==> config.mk <==
export PLATFORM = sky130hd
export DESIGN_NAME = pnp_card_ctrl
export DESIGN_NICKNAME = d
export VERILOG_FILES = /design/src/rtl/pnp_pkg.sv /design/src/rtl/pnp_state_fsm.sv /design/src/rtl/pnp_card_regs.sv /design/src/rtl/pnp_res_port.sv /design/src/rtl/pnp_card_ctrl.sv
export SDC_FILE = /design/constraint.sdc
export NUM_CORES = 1
export LEC_CHECK = 0
export BUFFER_PORTS_ARGS = -buffer_cell sky130_fd_sc_hd__buf_2
export CORE_ASPECT_RATIO = 0.75
export CORE_MARGIN = 2
export CORE_UTILIZATION = 54
export DETAILED_ROUTE_END_ITERATION = 10
export GPL_TIMING_DRIVEN = 0
export PLACE_DENSITY_LB_ADDON = 0.3
export RECOVER_POWER = 100
export SLEW_MARGIN = 20
export SYNTH_ARGS = -nofsm -noshare
export SYNTH_HDL_FRONTEND = slang
export SYNTH_HIERARCHICAL = 1
export SYNTH_SLANG_ARGS = --single-unit
==> constraint.sdc <==
create_clock -name clk -period 5.4 [get_ports clk]
set_input_delay 0.81 -clock clk [delete_from_list [all_inputs] [get_ports clk]]
set_output_delay 0.81 -clock clk [all_outputs]
set_load 0.03 [all_outputs]
==> src/rtl/pnp_pkg.sv <==
package pnp_pkg;

  typedef enum logic [1:0] {
    ST_WAIT_KEY = 2'd0,
    ST_SLEEP    = 2'd1,
    ST_ISOLATE  = 2'd2,
    ST_CONFIG   = 2'd3
  } card_state_t;

  localparam logic [7:0] IX_RDPORT  = 8'h00;
  localparam logic [7:0] IX_ISOLATE = 8'h01;
  localparam logic [7:0] IX_CTRL    = 8'h02;
  localparam logic [7:0] IX_WAKE    = 8'h03;
  localparam logic [7:0] IX_RESDATA = 8'h04;
  localparam logic [7:0] IX_RESSTAT = 8'h05;
  localparam logic [7:0] IX_CSN     = 8'h06;
  localparam logic [7:0] IX_LDN     = 8'h07;

  localparam logic [7:0] RD_IDLE  = 8'hFF;
  localparam logic [7:0] ISO_ONE  = 8'h55;
  localparam logic [7:0] ISO_ZERO = 8'hAA;

  // Full read-port address from the stored upper byte.
  function automatic logic [9:0] rdport_of(input logic [7:0] hi);
    return {hi, 2'b11};
  endfunction

  // State reached by a matching wake write.
  function automatic card_state_t wake_target(input logic [7:0] d);
    return (d == 8'h00) ? ST_ISOLATE : ST_CONFIG;
  endfunction

  // Byte returned by an isolation read.
  function automatic logic [7:0] iso_reply(input logic b);
    return b ? ISO_ONE : ISO_ZERO;
  endfunction

endpackage

==> src/rtl/pnp_state_fsm.sv <==
module pnp_state_fsm
  import pnp_pkg::*;
(
  input  logic        clk,
  input  logic        rst_n,
  input  logic        ev_key,
  input  logic        ev_return,
  input  logic        ev_wake,
  input  logic [7:0]  wake_data,
  output card_state_t state
);

  card_state_t state_q;

  always_ff @(posedge clk or negedge rst_n) begin
    if (!rst_n) begin
      state_q <= ST_WAIT_KEY;
    end else if (ev_key) begin
      state_q <= ST_SLEEP;
    end else if (ev_return) begin
      state_q <= ST_WAIT_KEY;
    end else if (ev_wake) begin
      state_q <= wake_target(wake_data);
    end
  end

  assign state = state_q;

  assert_key_to_sleep_R2: assert property (@(posedge clk) disable iff (!rst_n)
    ev_key |=> state_q == ST_SLEEP);

  assert_return_to_wait_R4: assert property (@(posedge clk) disable iff (!rst_n)
    ev_return |=> state_q == ST_WAIT_KEY);

  assert_wake_leaves_sleep_R5: assert property (@(posedge clk) disable iff (!rst_n)
    ev_wake |=> (state_q == ST_ISOLATE || state_q == ST_CONFIG));

endmodule

==> src/rtl/pnp_card_regs.sv <==
module pnp_card_regs
  import pnp_pkg::*;
#(
  parameter int NUM_LDN = 4,
  localparam int LDN_W = (NUM_LDN > 1) ? $clog2(NUM_LDN) : 1
) (
  input  logic             clk,
  input  logic             rst_n,
  input  logic             ev_setcsn,
  input  logic             ev_csnclr,
  input  logic             ev_rdport,
  input  logic             ev_setldn,
  input  logic [7:0]       wdata,
  output logic [7:0]       csn,
  output logic [LDN_W-1:0] ldn,
  output logic [9:0]       rdport
);

  logic [7:0] csn_q;
  logic [7:0] rp_hi_q;

  always_ff @(posedge clk or negedge rst_n) begin
    if (!rst_n) begin
      csn_q <= 8'h00;
    end else if (ev_csnclr) begin
      csn_q <= 8'h00;
    end else if (ev_setcsn) begin
      csn_q <= wdata;
    end
  end

  always_ff @(posedge clk or negedge rst_n) begin
    if (!rst_n) begin
      rp_hi_q <= 8'h00;
    end else if (ev_rdport) begin
      rp_hi_q <= wdata;
    end
  end

  generate
    if (NUM_LDN > 1) begin : g_multi
      logic [LDN_W-1:0] ldn_q;
      logic             ldn_fits;

      assign ldn_fits = (int'(wdata) < NUM_LDN);

      always_ff @(posedge clk or negedge rst_n) begin
        if (!rst_n) begin
          ldn_q <= '0;
        end else if (ev_setldn && ldn_fits) begin
          ldn_q <= wdata[LDN_W-1:0];
        end
      end

      assign ldn = ldn_q;

      assert_ldn_in_range_R8: assert property (@(posedge clk) disable iff (!rst_n)
        int'(ldn_q) < NUM_LDN);
    end else begin : g_single
      logic unused_ldn_wr;
      assign unused_ldn_wr = ev_setldn;
      assign ldn = '0;
    end
  endgenerate

  assign csn    = csn_q;
  assign rdport = rdport_of(rp_hi_q);

  assert_csn_clear_R4: assert property (@(posedge clk) disable iff (!rst_n)
    ev_csnclr |=> csn_q == 8'h00);

  assert_csn_load_R7: assert property (@(posedge clk) disable iff (!rst_n)
    (ev_setcsn && !ev_csnclr) |=> csn_q == $past(wdata));

endmodule

==> src/rtl/pnp_res_port.sv <==
module pnp_res_port #(
  parameter int PTR_W = 8
) (
  input  logic             clk,
  input  logic             rst_n,
  input  logic             ev_rewind,
  input  logic             ev_pop,
  output logic [PTR_W-1:0] ptr
);

  logic [PTR_W-1:0] ptr_q;

  always_ff @(posedge clk or negedge rst_n) begin
    if (!rst_n) begin
      ptr_q <= '0;
    end else if (ev_rewind) begin
      ptr_q <= '0;
    end else if (ev_pop) begin
      ptr_q <= ptr_q + 1'b1;
    end
  end

  assign ptr = ptr_q;

  assert_rewind_R5: assert property (@(posedge clk) disable iff (!rst_n)
    ev_rewind |=> ptr_q == '0);

  assert_hold_R6: assert property (@(posedge clk) disable iff (!rst_n)
    (!ev_rewind && !ev_pop) |=> $stable(ptr_q));

endmodule

==> src/rtl/pnp_card_ctrl.sv <==
module pnp_card_ctrl
  import pnp_pkg::*;
#(
  parameter int NUM_LDN = 4,
  parameter int PTR_W   = 8,
  localparam int LDN_W  = (NUM_LDN > 1) ? $clog2(NUM_LDN) : 1
) (
  input  logic             clk,
  input  logic             rst_n,
  input  logic             key_pulse,
  input  logic             addr_wr,
  input  logic [7:0]       addr_data,
  input  logic             dp_wr,
  input  logic             dp_rd,
  input  logic [7:0]       dp_wdata,
  output logic [7:0]       dp_rdata,
  input  logic             id_bit,
  output logic             iso_cmp,
  input  logic             res_valid,
  input  logic [7:0]       res_data,
  output logic             res_ready,
  output logic [PTR_W-1:0] res_ptr,
  output logic             dev_reset,
  output logic [1:0]       card_state,
  output logic [7:0]       csn,
  output logic [LDN_W-1:0] ldn,
  output logic [9:0]       rdport_addr
);

  card_state_t state;
  logic [7:0]  idx_q;
  logic        dev_reset_q;

  // Named internal events.
  logic in_wait, in_sleep, in_iso, in_cfg;
  logic wr_live, wr_cfg;
  logic ev_key, ev_wake, ev_ctrl;
  logic ev_devrst, ev_return, ev_csnclr;
  logic ev_setcsn, ev_rdport, ev_setldn;
  logic ev_iso, ev_pop;

  assign in_wait  = (state == ST_WAIT_KEY);
  assign in_sleep = (state == ST_SLEEP);
  assign in_iso   = (state == ST_ISOLATE);
  assign in_cfg   = (state == ST_CONFIG);

  assign wr_live   = dp_wr && !in_wait;
  assign wr_cfg    = dp_wr && in_cfg;

  assign ev_key    = key_pulse && in_wait;
  assign ev_ctrl   = wr_live && (idx_q == IX_CTRL);
  assign ev_devrst = ev_ctrl && dp_wdata[0];
  assign ev_return = ev_ctrl && dp_wdata[1];
  assign ev_csnclr = ev_ctrl && dp_wdata[2];
  assign ev_wake   = wr_live && in_sleep && (idx_q == IX_WAKE) && (dp_wdata == csn);
  assign ev_setcsn = wr_live && (idx_q == IX_CSN);
  assign ev_rdport = wr_cfg && (idx_q == IX_RDPORT);
  assign ev_setldn = wr_cfg && (idx_q == IX_LDN);
  assign ev_iso    = dp_rd && in_iso && (idx_q == IX_ISOLATE);
  assign ev_pop    = dp_rd && in_cfg && (idx_q == IX_RESDATA) && res_valid;

  always_ff @(posedge clk or negedge rst_n) begin
    if (!rst_n) begin
      idx_q <= 8'h00;
    end else if (addr_wr) begin
      idx_q <= addr_data;
    end
  end

  always_ff @(posedge clk or negedge rst_n) begin
    if (!rst_n) begin
      dev_reset_q <= 1'b0;
    end else begin
      dev_reset_q <= ev_devrst;
    end
  end

  pnp_state_fsm u_fsm (
    .clk       (clk),
    .rst_n     (rst_n),
    .ev_key    (ev_key),
    .ev_return (ev_return),
    .ev_wake   (ev_wake),
    .wake_data (dp_wdata),
    .state     (state)
  );

  pnp_card_regs #(.NUM_LDN(NUM_LDN)) u_regs (
    .clk       (clk),
    .rst_n     (rst_n),
    .ev_setcsn (ev_setcsn),
    .ev_csnclr (ev_csnclr),
    .ev_rdport (ev_rdport),
    .ev_setldn (ev_setldn),
    .wdata     (dp_wdata),
    .csn       (csn),
    .ldn       (ldn),
    .rdport    (rdport_addr)
  );

  pnp_res_port #(.PTR_W(PTR_W)) u_res (
    .clk       (clk),
    .rst_n     (rst_n),
    .ev_rewind (ev_wake),
    .ev_pop    (ev_pop),
    .ptr       (res_ptr)
  );

  // Read multiplexer.
  always_comb begin
    dp_rdata = RD_IDLE;
    if (idx_q == IX_ISOLATE) begin
      if (in_iso) dp_rdata = iso_reply(id_bit);
    end else if (in_cfg) begin
      case (idx_q)
        IX_RESDATA: if (res_valid) dp_rdata = res_data;
        IX_RESSTAT: dp_rdata = {7'b0, res_valid};
        IX_CSN:     dp_rdata = csn;
        IX_LDN:     dp_rdata = 8'(ldn);
        default:    dp_rdata = RD_IDLE;
      endcase
    end
  end

  assign iso_cmp    = ev_iso;
  assign res_ready  = ev_pop;
  assign dev_reset  = dev_reset_q;
  assign card_state = state;

  assert_quiet_in_wait_R2: assert property (@(posedge clk) disable iff (!rst_n)
    (card_state == 2'd0) |-> (!res_ready && !iso_cmp));

  assert_devrst_pulse_R4: assert property (@(posedge clk) disable iff (!rst_n)
    ev_devrst |=> dev_reset);

  assert_devrst_single_R4: assert property (@(posedge clk) disable iff (!rst_n)
    dev_reset |=> !dev_reset || $past(ev_devrst));

  assert_pop_needs_valid_R6: assert property (@(posedge clk) disable iff (!rst_n)
    res_ready |-> res_valid);

  assert_iso_only_isolate_R9: assert property (@(posedge clk) disable iff (!rst_n)
    iso_cmp |-> card_state == 2'd2);

endmodule

==> results.cfg, run 1 <==
[logic_synthesis]
synth_edf_count = 0
synth_compound_area_share_pct = 7.19
synth_top_area_cell = dfrtp_1
syn_avg_cell_area_um2 = 10.5
ys_async_sr_fraction_pct = 100
ys_warn_count = 6
muxShareOfSynthArea_pct = 15.0
synth_most_common_cell = dfrtp_1
synth_top_area_share_pct = 44.3
netlist_instances = 198
synth_top_family_by_area = simple AND/OR/NAND/NOR gates
synth_area_mm2 = 0.00209
ys_types = 40
synth.area.top_cells = dfrtp_1 44%, mux2_2 10%, mux2i_1 4.8%
yosys-top-cells-count = 37 x dfrtp_1, 21 x nor2_1, 19 x mux2_2
ys.flop_type = dfrtp_1
ys_ff_latch = 37
yosysSeqAreaShare_pct = 44.3
synthSimpleGateAreaFrac_pct = 23.7
synth-xor-area-share_pct = 5.03
synth_adder_area_share_pct = 0.599

[placed_design]
port_buffers = 69
dp_hpwl_mm = 3.63
place_area_mm2 = 0.00250
pre_cts_ws_ps = 2450
routabilityCongestion = 0.862

[sta]
setup_ws_ps = 1990
rsz0062_at_grt = false
drv_slew = 38
slew_headroom_pct = -29.7
fin_crit_sh_pct = 63.1
worstMarginPinSlew_ps = 1950
fmax_mhz = 294
finalClockSkew_ps = 7.82
min_period_ps = 3410
setup_viol = 0
setup_tns_ps = 0
hold_viol_final = 0

[critical_path]
start_kind = flip-flop
path_cells = or4_1 -> or4b_1 -> clkbuf_1 -> o31a_1 -> clkbuf_1
cpPeakStageDelay_ps = 590
slowest_stage = or4_1
endpoint_kind = output port
critPathArrivalTime_ps = 2600
cp_max_fo = 10
crit_required_ps = 4590
cp_num_buf_inv = 2
path_delay_family = simple AND/OR/NAND/NOR gates
crit_top_cell = clkbuf_1
critical_path_class = flip-flop to output port

[floorplanning]
core-area_mm2 = 0.00368
die_area_mm2 = 0.00439
fp-row-count = 19
start_util_pct = 56.7
pin_count = 73
dieHeight_um = 57.9
die_w_um = 75.8

[global_route]
grt_usage_pct = 24.2
grt_remaining_overflow = 0
grt_pass1_vias = 1622
grt_first_pass_wirelength_mm = 7.81
antenna_found_initial = 0
grt_start_max_net_pins = 38

[drt]
vias = 1807
wirelength_mm = 4.83
ant_nets = 0
drt_first_pass_iters = 4
route.detailed.vias_per_inst = 5.51
drcViolationCount = 0
drt-initial-drc-count = 114
wl_per_cell_um = 14.7

[clock_network]
cts.path.max_buffers = 2
cts_tree = done
clockRootBuffer = clkbuf_8
post_cts_buffers = 0
cts_sinks = 37
htreeDepth = 2
ctsResizeCount = 0
clkTransAtPathRegs_ps = 70
cts_buffers = 5
insertion_delay_ps = 300
cts_hold_buf = 0

[layout]
drive_above_1_share_pct = 21.4
diodes = 0
area_growth_pct = 20.3
postLayoutCellArea_mm2 = 0.00251
nets = 308

[power]
irDropWorstVdd_uv = 195
combPwrFrac_pct = 14.9
p_sw_uw = 170
powerDensity_mw_per_mm2 = 253
p_seq_share_pct = 47.8
leakage_nw = 1.10
swShare_pct = 26.7
clkPwrFrac_pct = 37.3
internal-power_uw = 466
power_uw = 635

[run_status]
outcome = finished, violations left
violations = max-capacitance violations, max-slew violations

[hold_path]
hold_path.class = flip-flop to flip-flop

[run]
maxCapViolCount = 1
[cells by family (layout without fill, tap and decap cells)]
group / after synthesis / in the layout
fa+ha+maj: 1 / 1
buf+inv: 15 / 92
simple gates: 84 / 84
xor+xnor: 12 / 12
other cells: 1 / 2
flops: 37 / 37
compound gates: 19 / 19
mux: 29 / 29
[worst paths after layout]
check	start	to	slack, ps	cells past startpoint
worst max-delay path	idx_q[5]$_DFFE_PN0P_	dp_rdata[0]	1990	5
worst min-delay path	u_regs/rp_hi_q[4]$_DFFE_PN0P_	u_regs/rp_hi_q[4]$_DFFE_PN0P_	510	1
worst max register to register	idx_q[5]$_DFFE_PN0P_	u_res/ptr[5]$_DFFE_PN0P_	2240	8
worst min register to register	u_regs/rp_hi_q[4]$_DFFE_PN0P_	u_regs/rp_hi_q[4]$_DFFE_PN0P_	510	1
max in group asynchronous	rst_n	idx_q[5]$_DFFE_PN0P_	3230	1
min in group asynchronous	rst_n	u_regs/rp_hi_q[0]$_DFFE_PN0P_	1050	1
[layout make-up]
| cell class | instances | area (um^2) |
|---|---|---|
| buffer | 13 | 60.1 |
| clock buffer | 6 | 72.6 |
| clock inverter | 2 | 38.8 |
| fill | 321 | 1170 |
| inverter | 2 | 7.51 |
| multi-input combinational | 147 | 1050 |
| sequential | 37 | 926 |
| tap | 52 | 65.1 |
| timing repair buffer | 69 | 295 |
[state kept, by name (all words and copies together) (netlist names)]
name / count
u_res/ptr: 8
u_regs/csn: 8
dev_reset: 1
u_fsm/state: 2
u_regs/ldn: 2
idx_q: 8
u_regs/rp_hi_q: 8
[power by group through the flow]
stage | clock, mW | sequential [mW] | combinational [mW]
3_3_place_gp | 0 | 0.309 | 0.0958
2_1_floorplan | 0 | 0.318 | 0.0484
5_1_grt | 0.254 | 0.306 | 0.105
6_report | 0.237 | 0.304 | 0.0944
4_1_cts | 0.242 | 0.304 | 0.0980
3_5_place_dp | 0 | 0.309 | 0.0977
[stage by stage]
stage | utilization, % | hold WS, ps | cells
after floorplan | - | 505 | 199
after global placement | 67.9 | 486 | 320
after detailed placement | 67.9 | 490 | 320
after CTS | 70.9 | 508 | 328
after global routing | 68.2 | 520 | 328
final | 68.2 | 510 | 328
[metal layers]
layer  GRT usage (%)  routed length, um
met4            8.27                 65
met5               0                  0
met3            5.57                379
met1            35.2               2260
met2            35.8               2120
[placed cells by master, fill, tap and decap left out, types with 2 or more instances in the layout]
master / netlist / final
buf_4: 4 / 3
a21oi_1: 3 / 3
nand3_1: 3 / 3
nor4b_1: 0 / 2
conb_1: 1 / 2
nor2_1: 21 / 21
clkbuf_1: 5 / 51
nand4_1: 7 / 7
dfrtp_1: 37 / 37
o21ai_0: 3 / 3
nor4_1: 3 / 3
or3_1: 4 / 4
xor2_1: 4 / 4
buf_2: 2 / 29
nand2_1: 5 / 5
inv_1: 2 / 2
nor3_1: 11 / 11
mux2_2: 19 / 19
nor3b_1: 8 / 8
and3_1: 5 / 5
o21a_1: 7 / 7
xnor2_1: 8 / 8
mux2i_1: 10 / 10
clkbuf_8: 0 / 5
nor2b_1: 8 / 8
No activity file was read; power rests on OpenSTA's default activity.
==> run 2: changes to the inputs <==
Settings changed: CORE_UTILIZATION 54 to 45.
Clock period 5.4 ns to 2.97 ns, I/O delays scaled along.
==> run 2 against run 1 <==
Against the previous run: count of clock-buffer cells in the layout increased by 1; clock skew decreased by 1.7 ps; non-clock buffer count unchanged; critical endpoint unchanged; critical path type unchanged; design area increased by 1.8%; flip-flop and latch count unchanged; clock power increased by 65%; hold slack got worse by 130 ps; final cell count increased by 1.5%; via count decreased by 2.0%; the run still ends with max-capacitance violations, max-slew violations left; setup slack got worse by 1900 ps.
==> results.cfg, run 2 (same netlist as run 1, synthesis figures left out) <==
[drt]
wl_per_cell_um = 15.5
route.detailed.vias_per_inst = 5.32
drt-initial-drc-count = 80
vias = 1771
wirelength_mm = 5.17
drcViolationCount = 0
drt_first_pass_iters = 4
ant_nets = 0

[sta]
fin_crit_sh_pct = 97.3
drv_slew = 38
finalClockSkew_ps = 6.17
slew_headroom_pct = -32.3
setup_viol = 0
min_period_ps = 2890
worstMarginPinSlew_ps = 1980
setup_tns_ps = 0
hold_viol_final = 0
fmax_mhz = 346
rsz0062_at_grt = false

[clock_network]
insertion_delay_ps = 290
cts_hold_buf = 0
cts_tree = done
cts_sinks = 37
cts.path.max_buffers = 2
post_cts_buffers = 0
clockRootBuffer = clkbuf_8
clkTransAtPathRegs_ps = 80
htreeDepth = 2
cts_buffers = 5

[layout]
postLayoutCellArea_mm2 = 0.00256
area_growth_pct = 22.5
nets = 308
drive_above_1_share_pct = 26.8
post-route-util_pct = 57.3
diodes = 0
multi_input_area_mm2 = 0.00107
ff_latch_area_um2 = 926
fillers = 444
final_common_cell = clkbuf_1
layout_common_cells = 38 x clkbuf_1, 37 x dfrtp_1, 29 x buf_2

[critical_path]
path_cells = or4_1 -> or4b_4 -> buf_6 -> o31a_1 -> clkbuf_2
cpPeakStageDelay_ps = 590
cp_max_fo = 10
endpoint_kind = output port
critPathArrivalTime_ps = 2450
slowest_stage = or4_1
crit_required_ps = 2520
start_kind = flip-flop
critical_path_class = flip-flop to output port

[global_route]
grtUsageMet1_pct = 32.9
met3_usage_pct = 3.90
grt_pass1_vias = 1681
antenna_found_initial = 0
grt_usage_pct = 21.4
grt_remaining_overflow = 0
busiest_layer = met1
use_met2_pct = 30.6
grt_first_pass_wirelength_mm = 8.40
grt_start_max_net_pins = 38

[floorplanning]
start_util_pct = 46.8
fp-row-count = 21
pin_count = 73
dieHeight_um = 63.0
core-area_mm2 = 0.00447
die_w_um = 82.7
die_area_mm2 = 0.00521

[placed_design]
routabilityCongestion = 0.824
port_buffers = 69
place_area_mm2 = 0.00251
dp_hpwl_mm = 3.86

[power]
powerDensity_mw_per_mm2 = 438
leakage_nw = 1.13
irDropWorstVdd_uv = 325

[run]
maxCapViolCount = 1

[run_status]
outcome = finished, violations left
violations = max-capacitance violations, max-slew violations

[hold_path]
hold_path.class = input pin to flip-flop
==> run 2: changes by cell type in the layout (fill, tap and decap cells not counted), sizes merged <==
cell and delta:
clkbuf -2, buf +3, bufinv -1
==> run 2: critical path: cells and delay by family (launching register included) <==
family          cells  cell delay, ps
flops               1             400
simple gates        2            1130
buf+inv             2             330
compound gates      1             290
==> run 2: report_power, final <==
group	internal, mW	switching, mW
logic	0.0692	0.106
clock network	0.210	0.182
registers	0.526	0.0280
==> run 2: repair_timing <==
item / 4_1_cts / 5_1_grt
setup endpoints to repair: 0 / 2
hold endpoints to repair: 0 / 0
resized for setup: 0 / 1
==> run 2: per-stage QoR <==
step,hold WS [ps],std cells,worst slack [ps],total power [mW]
after floorplan,150,199,168,0.666
after global placement,487,325,311,0.738
after detailed placement,494,325,290,0.743
after CTS,288,333,123,1.13
after global routing,385,333,34.1,1.17
final,381,333,79.0,1.12
==> run 2: final timing paths <==
kind	start	endpoint	slack, ps	depth (start not counted)
min	addr_data[7]	idx_q[7]$_DFFE_PN0P_	380	2
max reg2reg	idx_q[5]$_DFFE_PN0P_	u_res/ptr[7]$_DFFE_PN0P_	180	8
max	idx_q[5]$_DFFE_PN0P_	dp_rdata[0]	80	5
min in group asynchronous	rst_n	idx_q[4]$_DFFE_PN0P_	700	1
min reg2reg	u_regs/rp_hi_q[1]$_DFFE_PN0P_	u_regs/rp_hi_q[1]$_DFFE_PN0P_	510	1
max in group asynchronous	rst_n	u_regs/rp_hi_q[7]$_DFFE_PN0P_	1120	1
==> run 2: area by class of cell <==
class | instances | area share, %
buffer | 13 | 2.79
clock buffer | 7 | 3.77
clock inverter | 1 | 0.196
inverter | 2 | 0.293
multi-input combinational | 147 | 42.0
sequential | 37 | 36.2
tap | 57 | 2.79
timing repair buffer | 69 | 12.0
==> run 2: per-layer routing <==
metal,vias up,wire [um]
li1,867,-
met1,843,2550
met2,57,2230
met3,4,339
met4,0,45
met5,-,0
